===== config.mk =====
export PLATFORM = sky130hd
export DESIGN_NAME = decade_range_divider
export DESIGN_NICKNAME = d
export VERILOG_FILES = /design/src/rtl/drd_pkg.sv /design/src/rtl/drd_decade_stage.sv /design/src/rtl/drd_datapath.sv /design/src/rtl/drd_ctrl.sv /design/src/rtl/decade_range_divider.sv
export SDC_FILE = /design/constraint.sdc
export NUM_CORES = 1
export LEC_CHECK = 0
export BUFFER_PORTS_ARGS = -buffer_cell sky130_fd_sc_hd__buf_2
export CAP_MARGIN = 15
export CORE_MARGIN = 10
export CORE_UTILIZATION = 49
export CTS_BUF_LIST = sky130_fd_sc_hd__clkbuf_8
export CTS_CLUSTER_SIZE = 10
export DETAILED_ROUTE_END_ITERATION = 12
export PLACE_DENSITY = 0.65
export SETUP_SLACK_MARGIN = 0.05
export SKIP_LAST_GASP = 1
export SLEW_MARGIN = 20
export SYNTH_ARGS = -nofsm -noshare
export SYNTH_HDL_FRONTEND = slang
export SYNTH_SLANG_ARGS = --single-unit
export TNS_END_PERCENT = 100

===== constraint.sdc =====
create_clock -name clk -period 2.55 [get_ports clk]
set_input_delay 0.51 -clock clk [delete_from_list [all_inputs] [get_ports clk]]
set_output_delay 0.51 -clock clk [all_outputs]
set_load 0.05 [all_outputs]

===== src/rtl/drd_pkg.sv =====
package drd_pkg;

  // Strobes issued by the control half to the counting datapath
  typedef struct packed {
    logic clear;  // synchronous clear of every counter
    logic step;   // advance the final divide counter this cycle
  } dpStrobe_t;

endpackage


===== src/rtl/drd_decade_stage.sv =====
module drd_decade_stage #(
  parameter int LOW_DIV  = 2,
  parameter int HIGH_DIV = 5,
  localparam int LOW_W   = (LOW_DIV  > 1) ? $clog2(LOW_DIV)  : 1,
  localparam int HIGH_W  = (HIGH_DIV > 1) ? $clog2(HIGH_DIV) : 1
) (
  input  logic clk,
  input  logic clear,
  input  logic advance,
  output logic atTerm
);

  logic [LOW_W-1:0]  lowCnt;
  logic [HIGH_W-1:0] highCnt;
  logic lowLast, highLast;

  assign lowLast  = (lowCnt  == LOW_W'(LOW_DIV - 1));
  assign highLast = (highCnt == HIGH_W'(HIGH_DIV - 1));
  assign atTerm   = lowLast && highLast;

  always_ff @(posedge clk) begin
    if (clear) begin
      lowCnt <= '0;
    end else if (advance) begin
      lowCnt <= lowLast ? '0 : lowCnt + 1'b1;
    end
  end

  always_ff @(posedge clk) begin
    if (clear) begin
      highCnt <= '0;
    end else if (advance && lowLast) begin
      highCnt <= highLast ? '0 : highCnt + 1'b1;
    end
  end


  high_range_chk: assert property (@(posedge clk) disable iff (clear)
    int'(highCnt) < HIGH_DIV);


  stage_hold_chk: assert property (@(posedge clk) disable iff (clear)
    !advance |=> $stable({lowCnt, highCnt}));


  stage_wrap_chk: assert property (@(posedge clk) disable iff (clear)
    (advance && atTerm) |=> (lowCnt == '0 && highCnt == '0));

endmodule


===== src/rtl/drd_datapath.sv =====
module drd_datapath
  import drd_pkg::*;
#(
  parameter int NUM_STAGES = 7,
  parameter int LOW_DIV    = 2,
  parameter int HIGH_DIV   = 5,
  parameter int FINAL_DIV  = 5,
  localparam int FIN_W     = (FINAL_DIV > 1) ? $clog2(FINAL_DIV) : 1
) (
  input  logic                  clk,
  input  dpStrobe_t             strobe,
  output logic [NUM_STAGES:0]   tapVec,
  output logic                  finalLast
);

  logic [NUM_STAGES:1] stageTerm;
  logic [FIN_W-1:0]    finCnt;

  assign tapVec[0] = 1'b1;

  for (genvar k = 1; k <= NUM_STAGES; k++) begin : g_stage
    drd_decade_stage #(
      .LOW_DIV (LOW_DIV),
      .HIGH_DIV(HIGH_DIV)
    ) u_stage (
      .clk    (clk),
      .clear  (strobe.clear),
      .advance(tapVec[k-1]),
      .atTerm (stageTerm[k])
    );
    assign tapVec[k] = tapVec[k-1] & stageTerm[k];
  end

  assign finalLast = (finCnt == FIN_W'(FINAL_DIV - 1));

  always_ff @(posedge clk) begin
    if (strobe.clear) begin
      finCnt <= '0;
    end else if (strobe.step) begin
      finCnt <= finalLast ? '0 : finCnt + 1'b1;
    end
  end


  fin_range_chk: assert property (@(posedge clk) disable iff (strobe.clear)
    int'(finCnt) < FINAL_DIV);


  fin_hold_chk: assert property (@(posedge clk) disable iff (strobe.clear)
    !strobe.step |=> $stable(finCnt));

endmodule


===== src/rtl/drd_ctrl.sv =====
module drd_ctrl
  import drd_pkg::*;
#(
  parameter int NUM_STAGES = 7,
  localparam int SEL_W     = $clog2(NUM_STAGES + 1),
  localparam int PAD_N     = 1 << SEL_W
) (
  input  logic                clk,
  input  logic                rst,
  input  logic [SEL_W-1:0]    rangeSel,
  input  logic [NUM_STAGES:0] tapVec,
  input  logic                finalLast,
  output dpStrobe_t           strobe,
  output logic                refTick
);

  logic [SEL_W-1:0] activeSel;
  logic [PAD_N-1:0] tapPad;
  logic             selTap;
  logic             wrap;

  // Codes beyond the last stage fall back to the slowest tap
  for (genvar i = 0; i < PAD_N; i++) begin : g_pad
    if (i <= NUM_STAGES) begin : g_real
      assign tapPad[i] = tapVec[i];
    end else begin : g_clamp
      assign tapPad[i] = tapVec[NUM_STAGES];
    end
  end

  assign selTap       = tapPad[activeSel];
  assign wrap         = selTap && finalLast;
  assign strobe.clear = rst;
  assign strobe.step  = selTap;

  always_ff @(posedge clk) begin
    if (rst) begin
      activeSel <= rangeSel;
      refTick   <= 1'b0;
    end else begin
      refTick <= wrap;
      if (wrap) begin
        activeSel <= rangeSel;
      end
    end
  end


  tick_width_chk: assert property (@(posedge clk) disable iff (rst)
    refTick |=> !refTick);


  sel_change_chk: assert property (@(posedge clk) disable iff (rst)
    (!$past(rst) && activeSel != $past(activeSel)) |-> refTick);


  reset_quiet_chk: assert property (@(posedge clk)
    $past(rst) |-> !refTick);

endmodule


===== src/rtl/decade_range_divider.sv =====
module decade_range_divider
  import drd_pkg::*;
#(
  parameter int NUM_STAGES = 7,
  parameter int LOW_DIV    = 2,
  parameter int HIGH_DIV   = 5,
  parameter int FINAL_DIV  = 5,
  localparam int SEL_W     = $clog2(NUM_STAGES + 1)
) (
  input  logic             clk,
  input  logic             rst,
  input  logic [SEL_W-1:0] rangeSel,
  output logic             refTick
);

  dpStrobe_t           strobe;
  logic [NUM_STAGES:0] tapVec;
  logic                finalLast;

  drd_ctrl #(
    .NUM_STAGES(NUM_STAGES)
  ) u_ctrl (
    .clk      (clk),
    .rst      (rst),
    .rangeSel (rangeSel),
    .tapVec   (tapVec),
    .finalLast(finalLast),
    .strobe   (strobe),
    .refTick  (refTick)
  );

  drd_datapath #(
    .NUM_STAGES(NUM_STAGES),
    .LOW_DIV   (LOW_DIV),
    .HIGH_DIV  (HIGH_DIV),
    .FINAL_DIV (FINAL_DIV)
  ) u_datapath (
    .clk      (clk),
    .strobe   (strobe),
    .tapVec   (tapVec),
    .finalLast(finalLast)
  );

endmodule


Word-level counts from Yosys, hierarchy flattened
Index checks and enable logic that the tools add are counted.

Add/subtract/negate cells: 15. Bitwise logic cells: 6. Equality and inequality tests: 8. Magnitude comparators: 1. Multiplexer cells: 18. Reduce and logical (&&, ||, !) cells: 16.

Operator list (count): 2-to-1 mux 3 bit (10); adder 3 x 1 -> 3 bit (second input constant) (8); equality test 3 bit (second input constant) (8); logical AND 1 bit (14); adder 1 bit (second input constant) (7); 2-to-1 mux 1 bit (7); bitwise AND 1 bit (6); less-than comparator 3 x 4 -> 1 bit (second input constant) (1); binary-select mux 1 bit (select 3 bit) (1); nonzero test 2 bit (1); OR reduction 2 bit (1).

Bits of input ports: 5. Output and inout port bits: 1. Register bits: 35. Logic and storage cells: 81.

Logic depth before layout (Yosys ltp)
Gate-level depths: netlist of run 1.

Word-level depth: 13. Depth in mapped cells: 8.

Modules after synthesis
Synthesis of run 1 repeated with hierarchy kept, for this count alone.

Cells, all modules: 196. Area total of the unflattened synthesis: 1925.6 µm².

By module, submodules not included: drd_decade_stage (sequential area each 80.1 µm², area an instance 211.5 µm², cells an instance 22, instances 7); drd_datapath (sequential area each 60.1 µm², area an instance 224.0 µm², cells an instance 26, instances 1); drd_ctrl (sequential area each 110.1 µm², area an instance 221.5 µm², cells an instance 16, instances 1).

Worst setup path before layout of run 1
OpenSTA, ideal clock, no wires.

Kind: register -> register. Start: register u_datapath.g_stage[1].u_stage.highCnt[0]. End: register u_ctrl.activeSel[0] (enable). Slack: 0.252 ns. Buffers on the path: 0. Period minus slack after synthesis: 2.298 ns. Arrival: 1.953 ns. Library setup time: 0.344 ns. Cell stages (with the launch flop): 8. Cell sequence: dfxtp_1 -> inv_1 -> ha_1 -> nand3_2 -> nor4_4 -> o2111ai_2 -> and2_4 -> o21ai_0.

Longest elaborated chain between the ends: 12.

RTL lines: from (decl) (RTL line drd_decade_stage.sv:14) `logic [HIGH_W-1:0] highCnt;`; from (signal assigned) (RTL line drd_decade_stage.sv:33) `highCnt <= highLast ? '0 : highCnt + 1'b1;`; equality test 3 bit * (RTL line drd_decade_stage.sv:18) `assign highLast = (highCnt == HIGH_W'(HIGH_DIV - 1));`; logical AND 1 bit * (RTL line drd_decade_stage.sv:19) `assign atTerm = lowLast && highLast;`; bitwise AND 1 bit (6 in series) (RTL line drd_datapath.sv:31) `assign tapVec[k] = tapVec[k-1] & stageTerm[k];`; binary-select mux 1 bit (select 3 bit) * (RTL line drd_ctrl.sv:31) `assign selTap = tapPad[activeSel];`; 2-to-1 mux 1 bit (not written as such) * (RTL line drd_ctrl.sv:31); logical AND 1 bit * (RTL line drd_ctrl.sv:32) `assign wrap = selTap && finalLast;`; nonzero test 2 bit (no line) *; to (signal assigned) (RTL line drd_ctrl.sv:38) `activeSel <= rangeSel;`; to (signal assigned) (RTL line drd_ctrl.sv:43) `activeSel <= rangeSel;`; to (decl) (RTL line drd_ctrl.sv:17) `logic [SEL_W-1:0] activeSel;`.

Every way passes the cells marked *; elsewhere a longest branch is shown, timed or not. The select of a mux whose other input is x is not followed. A chain may end at the register's enable or synchronous reset.

Final worst setup path of run 1
Ends and elaborated chain as after synthesis.

==> flow_metrics.py, run 1 <==
metrics = {
    "timing": {
        "setup_slack_ps": 326,
        "fin_crit_sh_pct": 87.2,
        "fmax_mhz": 450,
        "worst_hold_slack_ps": 404,
        "finalHoldViolCount": 0,
        "setup_viol": 0,
        "clock_skew_ps": 8.62,
        "worst_pin_slew_ps": 393,
        "fin_setup_tns_ps": 0,
        "rsz0062_at_grt": "false",
        "slew_headroom_pct": 73.5,
        "drv_slew": 0,
        "period_minus_slack_ps": 2220,
    },
    "routing": {
        "drt_wl_total_um": 3080,
        "drt-initial-drc-count": 58,
        "drtPass1Iterations": 4,
        "drc_errors": 0,
        "wl_per_cell_um": 11.9,
        "ant_nets": 0,
        "avgViaCountPerCell": 5.39,
        "num_vias": 1390,
    },
    "cts": {
        "cts-buffers-inserted": 5,
        "cts_tree": "built",
        "clock_sinks": 35,
        "ctsResizeCount": 0,
        "root_buffer": "clkbuf_8",
        "h-tree-depth": 2,
        "cts_max_path_buffers": 2,
        "hold_buffers": 0,
        "post-cts-setup-buffers": 0,
        "clkTransAtPathRegs_ps": 60,
        "clkLatencyLatePin_ps": 280,
    },
    "setup_path": {
        "worst-path-max-fanout": 7,
        "endpoint_kind": "flop",
        "crit_chain": "inv_1 -> ha_1 -> nand3_2 -> nor4_4 -> o2111ai_2 -> and2_4 -> o21ai_0",
        "slowest_delay_ps": 350,
        "worst_r2r_path_depth": 7,
        "path_class": "reg -> reg",
        "r2r_slack_ps": 330,
        "crit_path_end": "u_ctrl.activeSel[0]",
        "critPathArrivalTime_ps": 2160,
        "r2r_start": "u_datapath.g_stage[1].u_stage.highCnt[0]",
        "cp-start-kind": "flop",
        "worstSetupStartpoint": "u_datapath.g_stage[1].u_stage.highCnt[0]",
        "required_ps": 2490,
        "r2r_end": "u_ctrl.activeSel[0]",
        "crit_path_top_delay_cell": "o21ai_0",
    },
    "synthesis": {
        "synth-seq-cells": 35,
        "synthFlopType": "dfxtp_1",
        "synthCells": 202,
        "syn-num-nets": 223,
        "ys_types": 37,
        "avgSynthCellArea_um2": 8.83,
        "syn_area_um2": 1780,
        "yosys.area.top_type": "dfxtp_1",
        "synth_edf_count": 3,
        "netlist_top_cells_area": "dfxtp_1, ha_1, nor2_1",
        "synth_warnings": 0,
        "seq_area_frac_synth_pct": 41.0,
        "yosysTopAreaCellShare_pct": 35.9,
        "ys_async_sr_fraction_pct": 0,
    },
    "power": {
        "ir_drop_uv": 387,
        "cellPowerDensity_nw_per_um2": 517,
        "p_leak_nw": 0.754,
    },
    "place": {
        "io_buffers": 5,
        "place_area_um2": 1860,
        "dp_slack_ps": 337,
        "place.gp.congestion": 0.793,
        "place_hpwl_um": 2290,
    },
    "floorplanning": {
        "core_region_area_um2": 3420,
        "dieWidth_um": 80.3,
        "ios": 6,
        "start_util_pct": 52.2,
        "die_h_um": 80.3,
        "num_rows": 21,
        "dieArea_um2": 6450,
    },
    "global_routing": {
        "antenna_found_initial": 0,
        "grt_pass1_wl_um": 5680,
        "grt_pass1_vias": 1336,
        "grt_max_degree": 31,
        "overflow": 0,
        "track_usage_pct": 10.8,
    },
    "final_layout": {
        "syn_to_final_growth_pct": 9.33,
        "design_area_um2": 1950,
        "n_fill_cell": 319,
        "nets": 232,
        "layout-drive-gt1-share_pct": 10.8,
        "num_antenna_cells": 0,
    },
    "worst_hold_path": {
        "hp-class": "in -> reg",
        "holdPathStages": 1,
    },
    "run_status": {
        "status": "complete, no violations",
    },
    "job": {
        "maxCapViolCount": 0,
    },
}
cells by family (layout without fill, tap and decap cells):
family / count (synthesis) / after routing / share of synthesized area, %
flip-flops: 35 / 35 / 41.0
adder cells (fa/ha/maj): 16 / 16 / 11.2
buffers and inverters: 25 / 35 / 5.47
AO/OA/AOI/OAI: 38 / 38 / 12.6
XOR/XNOR: 6 / 6 / 2.95
multiplexers: 7 / 7 / 3.93
AND/OR/NAND/NOR: 75 / 75 / 22.9
layer usage:
| layer | wire (um) | global-route usage (%) |
|---|---|---|
| met1 | 1380 | 11.7 |
| met4 | 39 | 4.40 |
| met3 | 122 | 4.01 |
| met5 | 0 | 0 |
| met2 | 1530 | 18.5 |
state kept, by name, indices dropped and copies added, names as in the netlist:
signal / cells
u_datapath.finCnt: 3
u_datapath.g_stage.u_stage.highCnt: 21
u_ctrl.activeSel: 3
u_ctrl.refTick: 1
u_datapath.g_stage.u_stage.lowCnt: 7
cell usage in the layout, fill, tap and decap left out, types with 3 or more instances in the layout:
| master | n |
|---|---|
| inv_1 | 21 |
| nor2_1 | 30 |
| a21oi_1 | 18 |
| buf_2 | 5 |
| mux2i_1 | 7 |
| o21ai_0 | 11 |
| nand3_2 | 3 |
| clkbuf_8 | 6 |
| nand4_1 | 4 |
| ha_1 | 16 |
| xnor2_1 | 5 |
| edfxtp_1 | 3 |
| nand2_1 | 15 |
| nand4b_1 | 3 |
| nand3_1 | 5 |
| dfxtp_1 | 32 |
worst min path at each step:
stage	from	endpoint	slack, ps
floorplan	u_datapath.g_stage[3].u_stage.highCnt[1]	u_datapath.g_stage[3].u_stage.highCnt[1]	450
global placement	u_datapath.g_stage[3].u_stage.highCnt[1]	u_datapath.g_stage[3].u_stage.highCnt[1]	460
detailed placement	u_datapath.g_stage[3].u_stage.highCnt[1]	u_datapath.g_stage[3].u_stage.highCnt[1]	480
CTS	rangeSel[1]	u_ctrl.activeSel[1]	400
global route	rangeSel[0]	u_ctrl.activeSel[0]	390
finish	rangeSel[1]	u_ctrl.activeSel[1]	400
layout make-up:
cell class	count	area, um^2	area share [%]
timing repair buffer	7	40.0	2.05
tap	46	57.6	2.95
multi-input combinational	142	956	49.0
clock inverter	2	8.76	0.449
inverter	20	75.1	3.85
sequential	35	731	37.5
clock buffer	6	82.6	4.23
worst max-delay path: cells and delay by family, from the launching register on:
family | cells | cell delay (ps)
flip-flops | 1 | 330
AO/OA/AOI/OAI | 2 | 560
adder cells (fa/ha/maj) | 1 | 220
buffers and inverters | 1 | 60
AND/OR/NAND/NOR | 3 | 720
stage by stage:
stage          std cells  power [mW]  util (%)
6_report             258        1.01      57.1
2_1_floorplan        202       0.609         -
5_1_grt              258        1.05      57.1
3_5_place_dp         250       0.619      54.4
3_3_place_gp         250       0.617      54.4
4_1_cts              258        1.02      57.1
report_power, final:
group          total [mW]  internal [mW]  leakage (nW)  switching [mW]
logic              0.0367         0.0144         0.414          0.0223
registers           0.569          0.562         0.288         0.00738
clock network       0.401          0.214        0.0524           0.188
total                1.01          0.790         0.754           0.217
synthesized netlist by cell type, types with 2 or more instances:
cell / number
nand3_2: 3
ha_1: 16
nand4_1: 4
dfxtp_1: 32
mux2i_1: 7
nand3_1: 5
or3b_1: 2
nand4b_1: 3
edfxtp_1: 3
nand2_1: 15
a211oi_1: 2
a21oi_1: 18
o21ai_0: 11
xnor2_1: 5
inv_1: 20
nor2_1: 30
nor3_1: 2
clkbuf_1: 4
a211o_1: 2
(Power assumes the default switching activity.)
==> run 2, diff against run 1 <==
Settings changed: BUFFER_PORTS_ARGS -buffer_cell sky130_fd_sc_hd__buf_2 to default, DONT_BUFFER_PORTS from default to 1, PLACE_DENSITY 0.65 to default.
==> run 2 against run 1 <==
  * Sequential share of layout area is 0.12 points higher
  * Wire length is 3.3% lower
  * Clock power is 26% higher
  * Non-clock buffer count is 6 lower
  * Via count is 3.9% lower
  * Highest routed layer unchanged
==> flow_metrics.py, run 2 (synthesized netlist as in run 1, its figures left out) <==
metrics = {
    "routing": {
        "num_vias": 1336,
        "drtPass1Iterations": 4,
        "drt-initial-drc-count": 67,
        "ant_nets": 0,
        "drc_errors": 0,
        "avgViaCountPerCell": 5.30,
        "wl_per_cell_um": 11.8,
        "drt_wl_total_um": 2970,
    },
    "timing": {
        "fin_setup_tns_ps": 0,
        "finalHoldViolCount": 0,
        "period_minus_slack_ps": 2190,
        "slew_headroom_pct": 68.1,
        "rsz0062_at_grt": "false",
        "drv_slew": 0,
        "worst_pin_slew_ps": 478,
        "setup_viol": 0,
        "fin_crit_sh_pct": 85.7,
        "clock_skew_ps": 8.45,
        "fmax_mhz": 457,
        "worst_hold_slack_ps": 281,
    },
    "final_layout": {
        "syn_to_final_growth_pct": 8.98,
        "final_common_cell": "dfxtp_1",
        "largest_reg_flops": 21,
        "reg_top3": "u_datapath.g_stage.u_stage.highCnt: 21 flops, u_datapath.g_stage.u_stage.lowCnt: 7 flops",
        "nets": 226,
        "top_register": "u_datapath.g_stage.u_stage.highCnt",
        "final_cell_mix": "dfxtp_1, nor2_1, inv_1",
        "layout-drive-gt1-share_pct": 8.74,
        "n_fill_cell": 328,
        "num_antenna_cells": 0,
    },
    "job": {
        "maxCapViolCount": 0,
    },
    "floorplanning": {
        "ios": 6,
        "num_rows": 21,
        "dieWidth_um": 80.3,
        "dieArea_um2": 6450,
        "core_region_area_um2": 3420,
        "start_util_pct": 52.2,
        "die_h_um": 80.3,
    },
    "global_routing": {
        "grt_max_degree": 32,
        "grt_pass1_vias": 1265,
        "track_usage_pct": 10.2,
        "overflow": 0,
        "grt_pass1_wl_um": 5260,
        "antenna_found_initial": 0,
    },
    "setup_path": {
        "r2r_end": "u_ctrl.activeSel[2]",
        "endpoint_kind": "flop",
        "slowest_delay_ps": 340,
        "crit_chain": "inv_1 -> ha_1 -> nand3_2 -> nor4_4 -> o2111ai_2 -> and2_4 -> o21ai_0",
        "crit_path_top_delay_cell": "o21ai_0",
        "worst_r2r_path_depth": 7,
        "required_ps": 2500,
        "r2r_start": "u_datapath.g_stage[1].u_stage.highCnt[0]",
        "cp-start-kind": "flop",
        "worst-path-max-fanout": 7,
        "critPathArrivalTime_ps": 2140,
        "r2r_slack_ps": 360,
        "path_class": "reg -> reg",
    },
    "cts": {
        "cts-buffers-inserted": 5,
        "clkTransAtPathRegs_ps": 70,
        "cts_tree": "built",
        "post-cts-setup-buffers": 0,
        "cts_max_path_buffers": 2,
        "root_buffer": "clkbuf_8",
        "hold_buffers": 0,
        "ctsResizeCount": 0,
        "h-tree-depth": 2,
        "clkLatencyLatePin_ps": 290,
        "clock_sinks": 35,
    },
    "power": {
        "p_leak_nw": 0.737,
        "cellPowerDensity_nw_per_um2": 565,
        "ir_drop_uv": 445,
    },
    "place": {
        "place_hpwl_um": 2220,
        "io_buffers": 0,
        "place.gp.congestion": 0.846,
    },
    "worst_hold_path": {
        "hold_path_end": "u_datapath.g_stage[5].u_stage.highCnt[2]",
        "min_from": "rst",
        "holdPathStages": 1,
        "hp-class": "in -> reg",
    },
    "run_status": {
        "status": "complete, no violations",
    },
}
==> run 2: changes by cell type in the layout (fill, tap and decap cells not counted) <==
cell       change
bufinv_16      +1
buf_2          -5
inv_1          -1
buf_4          -1
==> run 2: worst max-delay path by stage <==
stage	cells after the start	slack [ps]	end	from
after detailed placement	7	360	u_ctrl.activeSel[1]	u_datapath.g_stage[1].u_stage.highCnt[0]
after CTS	7	340	u_ctrl.activeSel[2]	u_datapath.g_stage[1].u_stage.highCnt[0]
after floorplan	7	250	u_ctrl.activeSel[0]	u_datapath.g_stage[1].u_stage.highCnt[0]
final	7	360	u_ctrl.activeSel[2]	u_datapath.g_stage[1].u_stage.highCnt[0]
after global placement	7	400	u_ctrl.activeSel[0]	u_datapath.g_stage[1].u_stage.highCnt[0]
after global routing	7	120	u_ctrl.activeSel[2]	u_datapath.g_stage[1].u_stage.highCnt[0]
==> run 2: final cells by class <==
cell class	count	area, um^2	area share [%]
Tap cell	46	57.6	2.96
Inverter	20	75.1	3.86
Clock inverter	2	35.0	1.80
Clock buffer	6	82.6	4.25
Sequential cell	35	731	37.6
Timing Repair Buffer	1	7.51	0.386
Multi-Input combinational cell	142	956	49.2
==> run 2: layer usage <==
metal / vias to the layer above / GRT usage (%) / part of all wire, %
li1: 700 / - / -
met1: 619 / 11.9 / 48
met2: 12 / 15.7 / 46
met3: 5 / 4.34 / 3.9
met4: 0 / 5.28 / 1.8
met5: - / 0 / 0
==> run 2: worst max-delay path: cells and delay by family, from the launching register on <==
kind                       cells  cell delay, ps
AOI/OAI and AO/OA              2             540
adders and majority gates      1             200
buffers and inverters          1              60
DFF                            1             330
and+or+nand+nor                3             700
==> run 2: through the flow <==
step | utilization [%] | setup WS, ps | total power [mW] | area, um^2 | instances
after floorplan | - | 252 | 0.609 | 1780 | 202
after global placement | 53.5 | 402 | 0.606 | 1830 | 244
after detailed placement | 53.5 | 357 | 0.608 | 1830 | 244
after CTS | 56.9 | 341 | 1.12 | 1940 | 252
after global routing | 56.9 | 123 | 1.15 | 1940 | 252
final | 56.9 | 364 | 1.10 | 1940 | 252
==> run 2: power breakdown <==
part / internal [mW] / switching (mW)
Clock: 0.316 / 0.188
Combinational: 0.0114 / 0.0143
Sequential: 0.562 / 0.00768
Total: 0.889 / 0.210
